File: src/rtl/spi_baud_pkg.sv
`timescale 1ns/1ps
package spi_baud_pkg;
  localparam int DIV_W   = 2;
  localparam int BRG_W   = 6;
  localparam int BRG_MIN = 4;
  // prescale counter holds up to (2 << max_div) - 1
  localparam int PRE_W   = 1 << DIV_W;
endpackage

File: src/rtl/spi_baud_cfg.sv
`timescale 1ns/1ps
module spi_baud_cfg
  import spi_baud_pkg::*;
(
  input  logic             clk_i,
  input  logic             rst_ni,
  input  logic             en_i,
  input  logic [DIV_W-1:0] div_i,
  input  logic [BRG_W-1:0] brg_i,
  input  logic             cpol_i,
  output logic [DIV_W-1:0] div_o,
  output logic [BRG_W-1:0] brg_o,
  output logic             cpol_o
);
  localparam logic [BRG_W-1:0] BrgFloor = BRG_W'(BRG_MIN);

  always_ff @(posedge clk_i or negedge rst_ni) begin
    if (!rst_ni) begin
      div_o  <= '0;
      brg_o  <= BrgFloor;
      cpol_o <= 1'b0;
    end else if (!en_i) begin
      div_o  <= div_i;
      brg_o  <= (brg_i < BrgFloor) ? BrgFloor : brg_i;
      cpol_o <= cpol_i;
    end
  end

  p_cfg_frozen_r7: assert property (@(posedge clk_i) disable iff (!rst_ni)
    $past(en_i) |-> ($stable(div_o) && $stable(brg_o) && $stable(cpol_o)));
  p_brg_floor_r4: assert property (@(posedge clk_i) disable iff (!rst_ni)
    brg_o >= BrgFloor);
endmodule

File: src/rtl/spi_baud_prescale.sv
`timescale 1ns/1ps
module spi_baud_prescale
  import spi_baud_pkg::*;
(
  input  logic             clk_i,
  input  logic             rst_ni,
  input  logic             run_i,
  input  logic [DIV_W-1:0] div_i,
  output logic             tick_o
);
  logic [PRE_W-1:0] cnt_q;
  logic [PRE_W-1:0] lim;

  assign lim    = PRE_W'((32'd2 << div_i) - 32'd1);
  assign tick_o = run_i && (cnt_q == lim);

  always_ff @(posedge clk_i or negedge rst_ni) begin
    if (!rst_ni)      cnt_q <= '0;
    else if (!run_i)  cnt_q <= '0;
    else if (tick_o)  cnt_q <= '0;
    else              cnt_q <= cnt_q + 1'b1;
  end

  p_pre_bound_r2: assert property (@(posedge clk_i) disable iff (!rst_ni)
    cnt_q <= lim);
  p_pre_idle_r5: assert property (@(posedge clk_i) disable iff (!rst_ni)
    !run_i |=> (cnt_q == '0));
endmodule

File: src/rtl/spi_baud_edge.sv
`timescale 1ns/1ps
module spi_baud_edge
  import spi_baud_pkg::*;
(
  input  logic             clk_i,
  input  logic             rst_ni,
  input  logic             load_i,
  input  logic             run_i,
  input  logic             tick_i,
  input  logic [BRG_W-1:0] brg_i,
  input  logic             cpol_q_i,
  input  logic             cpol_in_i,
  output logic             sclk_o,
  output logic             lead_o,
  output logic             trail_o
);
  logic [BRG_W-1:0] cnt_q;

  always_ff @(posedge clk_i or negedge rst_ni) begin
    if (!rst_ni) begin
      cnt_q   <= '0;
      sclk_o  <= 1'b0;
      lead_o  <= 1'b0;
      trail_o <= 1'b0;
    end else if (load_i) begin
      cnt_q   <= '0;
      sclk_o  <= cpol_in_i;
      lead_o  <= 1'b0;
      trail_o <= 1'b0;
    end else if (!run_i) begin
      cnt_q   <= '0;
      sclk_o  <= cpol_q_i;
      lead_o  <= 1'b0;
      trail_o <= 1'b0;
    end else begin
      lead_o  <= 1'b0;
      trail_o <= 1'b0;
      if (tick_i) begin
        if (cnt_q == brg_i) begin
          cnt_q  <= '0;
          sclk_o <= ~sclk_o;
          // leaving idle is the leading edge
          if (sclk_o == cpol_q_i) lead_o  <= 1'b1;
          else                    trail_o <= 1'b1;
        end else begin
          cnt_q <= cnt_q + 1'b1;
        end
      end
    end
  end

  p_excl_r9: assert property (@(posedge clk_i) disable iff (!rst_ni)
    !(lead_o && trail_o));
  p_lead_r6: assert property (@(posedge clk_i) disable iff (!rst_ni)
    lead_o |-> (sclk_o != cpol_q_i) && ($past(sclk_o) != sclk_o));
  p_trail_r6: assert property (@(posedge clk_i) disable iff (!rst_ni)
    trail_o |-> (sclk_o == cpol_q_i) && ($past(sclk_o) != sclk_o));
  p_stop_idle_r5: assert property (@(posedge clk_i) disable iff (!rst_ni)
    (!run_i && !load_i) |=> (sclk_o == cpol_q_i) && !lead_o && !trail_o);
  p_cnt_bound_r2: assert property (@(posedge clk_i) disable iff (!rst_ni)
    cnt_q <= brg_i);
endmodule

File: src/rtl/spi_baud_gen.sv
`timescale 1ns/1ps
module spi_baud_gen
  import spi_baud_pkg::*;
(
  input  logic             clk_i,
  input  logic             rst_ni,
  input  logic             en_i,
  input  logic [DIV_W-1:0] div_i,
  input  logic [BRG_W-1:0] brg_i,
  input  logic             cpol_i,
  input  logic             run_i,
  output logic             sclk_o,
  output logic             lead_o,
  output logic             trail_o
);
  logic [DIV_W-1:0] div_q;
  logic [BRG_W-1:0] brg_q;
  logic             cpol_q;
  logic             run;
  logic             tick;

  assign run = en_i && run_i;

  spi_baud_cfg u_cfg (
    .clk_i, .rst_ni, .en_i, .div_i, .brg_i, .cpol_i,
    .div_o(div_q), .brg_o(brg_q), .cpol_o(cpol_q)
  );

  spi_baud_prescale u_pre (
    .clk_i, .rst_ni, .run_i(run), .div_i(div_q), .tick_o(tick)
  );

  spi_baud_edge u_edge (
    .clk_i, .rst_ni, .load_i(!en_i), .run_i(run), .tick_i(tick),
    .brg_i(brg_q), .cpol_q_i(cpol_q), .cpol_in_i(cpol_i),
    .sclk_o, .lead_o, .trail_o
  );

  p_dis_quiet_r8: assert property (@(posedge clk_i) disable iff (!rst_ni)
    !en_i |=> !lead_o && !trail_o && (sclk_o == $past(cpol_i)));
endmodule

File: config.mk
export PLATFORM = sky130hd
export DESIGN_NAME = spi_baud_gen
export DESIGN_NICKNAME = d
export VERILOG_FILES = /design/src/rtl/spi_baud_pkg.sv /design/src/rtl/spi_baud_cfg.sv /design/src/rtl/spi_baud_prescale.sv /design/src/rtl/spi_baud_edge.sv /design/src/rtl/spi_baud_gen.sv
export SDC_FILE = /design/constraint.sdc
export NUM_CORES = 1
export LEC_CHECK = 0
export BUFFER_PORTS_ARGS = -buffer_cell sky130_fd_sc_hd__buf_4
export CORE_MARGIN = 1.5
export CORE_UTILIZATION = 25
export CTS_CLUSTER_SIZE = 8
export DETAILED_ROUTE_END_ITERATION = 8
export GPL_TIMING_DRIVEN = 0
export PLACE_DENSITY = 0.43
export RECOVER_POWER = 25
export SLEW_MARGIN = 20
export SYNTH_ARGS = -nofsm -noshare
export SYNTH_HDL_FRONTEND = slang
export SYNTH_HIERARCHICAL = 1
export SYNTH_SLANG_ARGS = --single-unit
File: constraint.sdc
create_clock -name clk_i -period 2.45 [get_ports clk_i]
set_clock_uncertainty 0.15 [all_clocks]
set_input_delay 0.1225 -clock clk_i [delete_from_list [all_inputs] [get_ports clk_i]]
set_output_delay 0.1225 -clock clk_i [all_outputs]
set_load 0.1 [all_outputs]
# Word-level counts from Yosys, hierarchy flattened
# Cells that the tools add are included.
# Widths: inputs -> output; s select.
# op_classes
eq_ne,5
n_addsub,3
n_mux,21
reduce_logical,3
n_shift,1
magnitude_cmp,1
bitwise_logic,1
# ops
op,n
$mux 6,5
$mux 1,14
$mux 4,2
$add 6x1->6 const B,1
$eq 6x6->1,1
$lt 6x3->1 const B,1
$ne 3x3->1 const B,2
$add 4x1->4 const B,1
$eq 4x4->1,1
$shl 2x2->4 const A,1
$sub 4x1->4 const B,1
$logic_and 1x1->1,2
$reduce_and 2->1,1
$eq 1x1->1,1
$not 1->1,1
# word_totals
out_inout_bits,3
word_cells,43
input_bits,13
reg_bits,22

# Logic depth before layout (Yosys ltp)
# Gate-level depths: netlist of run 1.
# logic_depth
depth_word,7
ltp_mapped,7
ltp_nobuf,7

# Cells and area by module
# Netlist of run 1, hierarchy kept.
# by_module_without_submodules
module,cells_each,n_inst,area_per_inst_um2,seq_area_each_um2
spi_baud_edge,51,1,543.0,225.2
spi_baud_cfg,24,1,382.9,226.5
spi_baud_prescale,24,1,227.7,100.1
spi_baud_gen,2,1,10.0,0.0

# Worst setup path before layout of run 1
# OpenSTA, ideal clock, no wires.
# synth_timing
path_kind,register to register
from,register u_cfg.div_o[0]
to,register u_edge.sclk_o
setup_slack_ns,0.095
n_path_buf,0
setup_ns,0.127
required_ns,2.173
path_stages_with_launch,7
synth_period_minus_slack_ns,2.355
t_arrival_ns,2.078
path_cell_list,dfrtp_1 > nor4_1 > nor2_1 > a221oi_2 > bufinv_8 > o31ai_4 > mux2_4
# synth_via
elab_chain_cells,6
# synth_rtl
item,line_no,text
"start, declared",spi_baud_cfg.sv:11,"output logic [DIV_W-1:0] div_o,"
"start signal, assigned",spi_baud_cfg.sv:23,div_o <= div_i;
$shl 2x2->4,spi_baud_prescale.sv:14,assign lim = PRE_W'((32'd2 << div_i) - 32'd1);
$sub 4x1->4,spi_baud_prescale.sv:14,
$eq 4x4->1,spi_baud_prescale.sv:15,assign tick_o = run_i && (cnt_q == lim);
$logic_and 1x1->1,spi_baud_prescale.sv:15,
net tick,spi_baud_gen.sv:20,logic tick;
$ne 3x3->1 (no source line),--,
$reduce_and 2->1 (no source line),--,
"end signal, assigned",spi_baud_edge.sv:27,sclk_o <= cpol_in_i;
"end signal, assigned",spi_baud_edge.sv:32,sclk_o <= cpol_q_i;
"end signal, assigned",spi_baud_edge.sv:41,sclk_o <= ~sclk_o;
"end, declared",spi_baud_edge.sv:13,"output logic sclk_o,"
# The timed path passes the listed nets, and every way through them passes these cells.
# A chain may end at the register's enable or synchronous reset.

# Worst setup path in the final report of run 1
# Ends and elaborated chain as after synthesis.

==> reports/results.ini, run 1 <==
[synth]
yosys.cell_types.count=31
yosys.area.top_type=dfrtp_1
yosys_warnings=6
synth-seq-area-share=0.474
syn_avg_cell_area_um2=11.5
synth_top_area_share=0.452
postSynthCellCount=101
synth_area_leaders=dfrtp_1, mux2_4, xnor2_1
syn_area_um2=1160
synth_nets=116
ys_ff_latch=22

[route]
wl_um=2420
vias=849
wl_per_cell_um=13.3
drtAntennaViolNets=0
drt_iter0_drc=15
viasPerCell=4.66
first_pass_iters=4
drc=0

[cts]
max-clock-path-buffers=2
cts_tree=done
cts_htree_levels=1
cts_made_buffers=3
cts_num_sinks=22
clkLatencyLatePin_ns=0.26
cts.clk_slew.worst_paths_ns=0.08
ctsRootBufferMaster=clkbuf_8

[outcome]
status=finished clean

[flow_run]
maxCapViolCount=0

[power]
power_mw=0.758
ir_drop_mv=0.222
powerDensity_nw_per_um2=508
p_leak_nw=0.662

[sta]
tightest_slew_ns=1.20
slew_viol_final=0
layout_min_cycle_time_ns=2.28
period_share=0.929
setup_viol=0
rsz0062_at_grt=no
timing.fmax_ghz=0.439
max_slew_margin=0.199
finalSetupTns_ns=0
fin_hold_ws_ns=0.0170
worst_slack_ns=0.174
hold_viol=0

[global_routing]
grt_pass1_vias=893
grt.overflow.total=0
grt_usage=0.103
antenna_found_initial=0
grt_pass1_wl_um=4140
grt_max_degree=23

[final_layout]
layout.nets=146
synthToLayoutAreaGrowth_pct=28.2
insertedDiodeCount=0
layout-drive-gt1-share=0.246

[floorplan]
io_pins=16
start_util=0.264
rows=24
dieArea_um2=5070
die_w_um=71.2
core-area_um2=4410
die_y_um=71.2

[worst_setup_path]
crit_type=reg -> reg
r2r_slack_ns=0.17
rr_worst_depth=6
cp_cell_sequence=nor4_1, nor2_1, a221oi_4, bufinv_8, o31ai_4, mux2_4
cp_slowest_stage_delay_ns=0.43
r2r_end=u_edge/sclk_o$_DFFE_PN0P_
critPathArrivalTime_ns=2.27
crit_fanout=5
reg2reg_from=u_cfg/div_o[0]$_DFFE_PN0N_
critPathSlowestCell=dfrtp_1
cp-end-kind=flop
critPathLaunchType=flop
crit_start=u_cfg/div_o[0]$_DFFE_PN0N_
cp.required_ns=2.45

[hold_path]
hold_start=brg_i[0]
whs_path_depth=3
hold_path_end=u_cfg/brg_o[0]$_DFFE_PN0N_
hp-class=in -> reg

[placement]
place_ws_ns=-0.262
gp_congestion=0.772
port_buffers=15
hpwlAfterDp_um=1700

sequential cells by signal, summed over array words and instances (netlist names):
register	cells
u_edge/lead_o	1
u_cfg/brg_o	6
u_pre/cnt_q	4
u_edge/cnt_q	6
u_edge/trail_o	1
u_edge/sclk_o	1
u_cfg/cpol_o	1
u_cfg/div_o	2
Yosys cell counts, drive strengths merged:
cell / count
nand2b: 1
o31a: 1
o211ai: 2
a221oi: 1
o31ai: 1
and3: 1
xor2: 6
dfrtp: 21
o21ai: 6
nand3: 1
bufinv: 1
dfstp: 1
xnor2: 7
mux2: 7
nor4: 2
nor4b: 1
nor2b: 3
ha: 2
or2b: 1
nor2: 10
o2111ai: 2
mux2i: 2
nor3: 1
inv: 2
a21oi: 4
and2: 1
nand2: 10
nand4: 1
and4bb: 1
buf: 1
cell type report:
cell class | instances | area [um^2]
Fill cell | 455 | 2920
Multi-Input combinational cell | 75 | 587
Sequential cell | 22 | 552
Timing Repair Buffer | 25 | 206
Tap cell | 52 | 65.1
Clock buffer | 4 | 45.0
Inverter | 3 | 25.0
Buffer | 1 | 11.3
placed cells by master, fill, tap and decap left out:
master and n:
a21oi_1 4, a221oi_4 1, and2_1 1, and3_1 1, and4bb_1 1, buf_4 15
buf_6 1, bufinv_8 1, clkbuf_1 2, clkbuf_8 3, dfrtp_1 21, dfstp_2 1
dlygate4sd3_1 9, ha_1 2, inv_1 2, mux2_4 7, mux2i_1 2, nand2_1 10
nand2b_1 1, nand3_1 1, nand4_2 1, nor2_1 10, nor2b_1 3, nor3_1 1
nor4_1 2, nor4b_1 1, o2111ai_1 2, o211ai_1 2, o21ai_0 6, o31a_1 1
o31ai_4 1, or2b_1 1, xnor2_1 6, xnor2_2 1, xor2_1 6
per-stage QoR:
step	instances	instance area, um^2	util
3_3_place_gp	168	1340	0.304
4_1_cts	182	1500	0.339
6_report	182	1490	0.338
5_1_grt	182	1490	0.338
2_1_floorplan	101	1160	-
3_5_place_dp	168	1340	0.304
kinds of logic after synthesis:
group                      Yosys count  synth area share
DFF                                 22             0.474
muxes                                9             0.108
AOI/OAI and AO/OA                   17             0.110
adders and majority gates            2            0.0215
and+or+nand+nor                     34             0.152
xor gates and xnor gates            13             0.104
buffers and inverters                4            0.0312
routing by layer:
layer / GRT usage / part of all wire
met1: 0.128 / 0.46
met2: 0.179 / 0.51
met3: 0.0295 / 0.031
met4: 0.0189 / 0.0058
met5: 0 / 0
how the worst max path moves through the flow:
stage / endpoint / slack [ns] / depth (start not counted)
finish: u_edge/sclk_o$_DFFE_PN0P_ / 0.17 / 6
CTS: u_edge/sclk_o$_DFFE_PN0P_ / 0.1 / 6
global placement: u_edge/sclk_o$_DFFE_PN0P_ / -0.23 / 6
global route: u_edge/sclk_o$_DFFE_PN0P_ / 0.06 / 6
floorplan: u_edge/sclk_o$_DFFE_PN0P_ / 0.1 / 6
detailed placement: u_edge/sclk_o$_DFFE_PN0P_ / -0.26 / 6
worst max-delay path: cells and delay by family (launching register included):
kind | cells | cell delay (ns)
buffers and inverters | 1 | 0.24
AND/OR/NAND/NOR | 2 | 0.41
flip-flops | 1 | 0.43
multiplexers | 1 | 0.33
AO/OA/AOI/OAI | 2 | 0.61
report_power, final:
part | internal [mW] | switching (mW) | total [mW] | leakage, nW
clock | 0.116 | 0.109 | 0.224 | 0.0228
sequential | 0.383 | 0.0192 | 0.402 | 0.283
combinational | 0.0667 | 0.0650 | 0.132 | 0.357
total | 0.565 | 0.193 | 0.758 | 0.662
timing repair:
action	CTS	global route
setup endpoints to repair	5	1
setup buffers	1	0
hold buffers	9	0
cloned	0	0
hold endpoints to repair	30	0
pin swaps	1	1
gates resized for setup	1	0
Note: power is estimated with default switching activity, not from simulation.
==> run 2: changes to the inputs <==
- CORE_UTILIZATION: 25 -> 46
- PLACE_DENSITY: 0.43 -> 0.69
==> reports/results.ini, run 2 (synthesis gave the netlist of run 1 again) <==
[outcome]
status=finished clean

[route]
first_pass_iters=4
vias=820
drt_iter0_drc=14
drtAntennaViolNets=0
viasPerCell=5.09
drc=0
wl_um=2230
wl_per_cell_um=13.9

[sta]
timing.fmax_ghz=0.435
rsz0062_at_grt=no
max_slew_margin=0.210
slew_viol_final=0
tightest_slew_ns=1.19
fin_hold_ws_ns=0.0728
finalSetupTns_ns=0
setup_viol=0
layout_min_cycle_time_ns=2.30
hold_viol=0
period_share=0.939

[worst_setup_path]
cp-end-kind=flop
cp_slowest_stage_delay_ns=0.44
critPathArrivalTime_ns=2.37
critPathLaunchType=flop
crit_fanout=5
rr_worst_depth=6
cp.required_ns=2.52
critPathSlowestCell=dfrtp_1
crit_type=reg -> reg
cp_cell_sequence=nor4_1, nor2_1, a221oi_4, bufinv_8, o31ai_4, mux2_4

[cts]
max-clock-path-buffers=2
clkLatencyLatePin_ns=0.32
cts.clk_slew.worst_paths_ns=0.12
ctsRootBufferMaster=clkbuf_4
cts_made_buffers=3
cts_num_sinks=22
cts_htree_levels=1
cts_tree=done

[placement]
port_buffers=15
hpwlAfterDp_um=1510
gp_congestion=0.736

[floorplan]
start_util=0.478
io_pins=16
dieArea_um2=2840
die_w_um=53.3
die_y_um=53.3
rows=18
core-area_um2=2430

[global_routing]
grt_max_degree=23
grt_usage=0.192
antenna_found_initial=0
grt.overflow.total=0
grt_pass1_vias=808
grt_pass1_wl_um=3770

[final_layout]
layout_common_cells=dfrtp_1, buf_4, dlygate4sd3_1, nor2_1, nand2_1
final_util=0.602
insertedDiodeCount=0
final_common_cell=dfrtp_1
fillers=212
synthToLayoutAreaGrowth_pct=25.9
largestRegisters=u_cfg/brg_o: 6 flops, u_edge/cnt_q: 6 flops, u_pre/cnt_q: 4 flops
layout.nets=147
layout-drive-gt1-share=0.252

[power]
p_leak_nw=0.665
ir_drop_mv=0.289
powerDensity_nw_per_um2=505

[hold_path]
hp-class=in -> reg
whs_path_depth=3

[flow_run]
maxCapViolCount=0

## run 2: power breakdown
part           leakage [nW]  internal, mW  switching (mW)  total (mW)
logic                 0.361        0.0677          0.0642       0.132
clock network        0.0210        0.0910           0.116       0.207
registers             0.283         0.383          0.0184       0.401
## run 2: path summary, 6_finish.rpt
| check | from | to | slack [ns] |
|---|---|---|---|
| worst min register to register | u_pre/cnt_q[0]$_DFF_PN0_ | u_pre/cnt_q[0]$_DFF_PN0_ | 0.35 |
| max in group asynchronous | rst_ni | u_edge/cnt_q[4]$_DFFE_PN0P_ | 1.06 |
| worst min-delay path | en_i | u_cfg/brg_o[2]$_DFFE_PN1N_ | 0.07 |
| worst max-delay path | u_cfg/div_o[0]$_DFFE_PN0N_ | u_edge/sclk_o$_DFFE_PN0P_ | 0.15 |
| min in group asynchronous | rst_ni | u_edge/trail_o$_DFF_PN0_ | 0.40 |
| worst max register to register | u_cfg/div_o[0]$_DFFE_PN0N_ | u_edge/sclk_o$_DFFE_PN0P_ | 0.15 |
## run 2: timing repair
item | CTS | global route
setup endpoints to repair | 5 | 1
hold buffers | 10 | 0
resized for setup | 1 | 0
pin swaps | 1 | 1
setup buffers | 1 | 0
hold endpoints to repair | 31 | 0
## run 2: area by class of cell
type | instances | area, um^2 | area share
multi-input cells | 75 | 587 | 0.401
plain buffers | 1 | 11.3 | 0.00769
clock buffers | 4 | 36.3 | 0.0248
inverters | 3 | 25.0 | 0.0171
flip-flops and latches | 22 | 552 | 0.377
repair buffers | 26 | 216 | 0.148
well taps | 30 | 37.5 | 0.0256
## run 2: worst max-delay path: cells and delay by family (launching register included)
kind	cells	cell delay (ns)
flops	1	0.44
buf+inv	1	0.24
compound gates	2	0.63
simple gates	2	0.41
mux	1	0.34
## run 2: layer usage
layer | vias to the layer above | GRT usage | part of all wire
met4 | 0 | 0.115 | 0.026
met5 | - | 0 | 0
met2 | 15 | 0.307 | 0.48
li1 | 413 | - | -
met1 | 387 | 0.238 | 0.46
met3 | 5 | 0.0339 | 0.025
## run 2: stage by stage
stage / instances / total power [mW] / area, um^2 / setup WS (ns)
after floorplan: 101 / 0.486 / 1160 / 0.0954
after global placement: 146 / 0.522 / 1310 / -0.181
after detailed placement: 146 / 0.528 / 1310 / -0.255
after CTS: 161 / 0.757 / 1470 / 0.0932
after global routing: 161 / 0.777 / 1470 / 0.0202
final: 161 / 0.740 / 1470 / 0.149
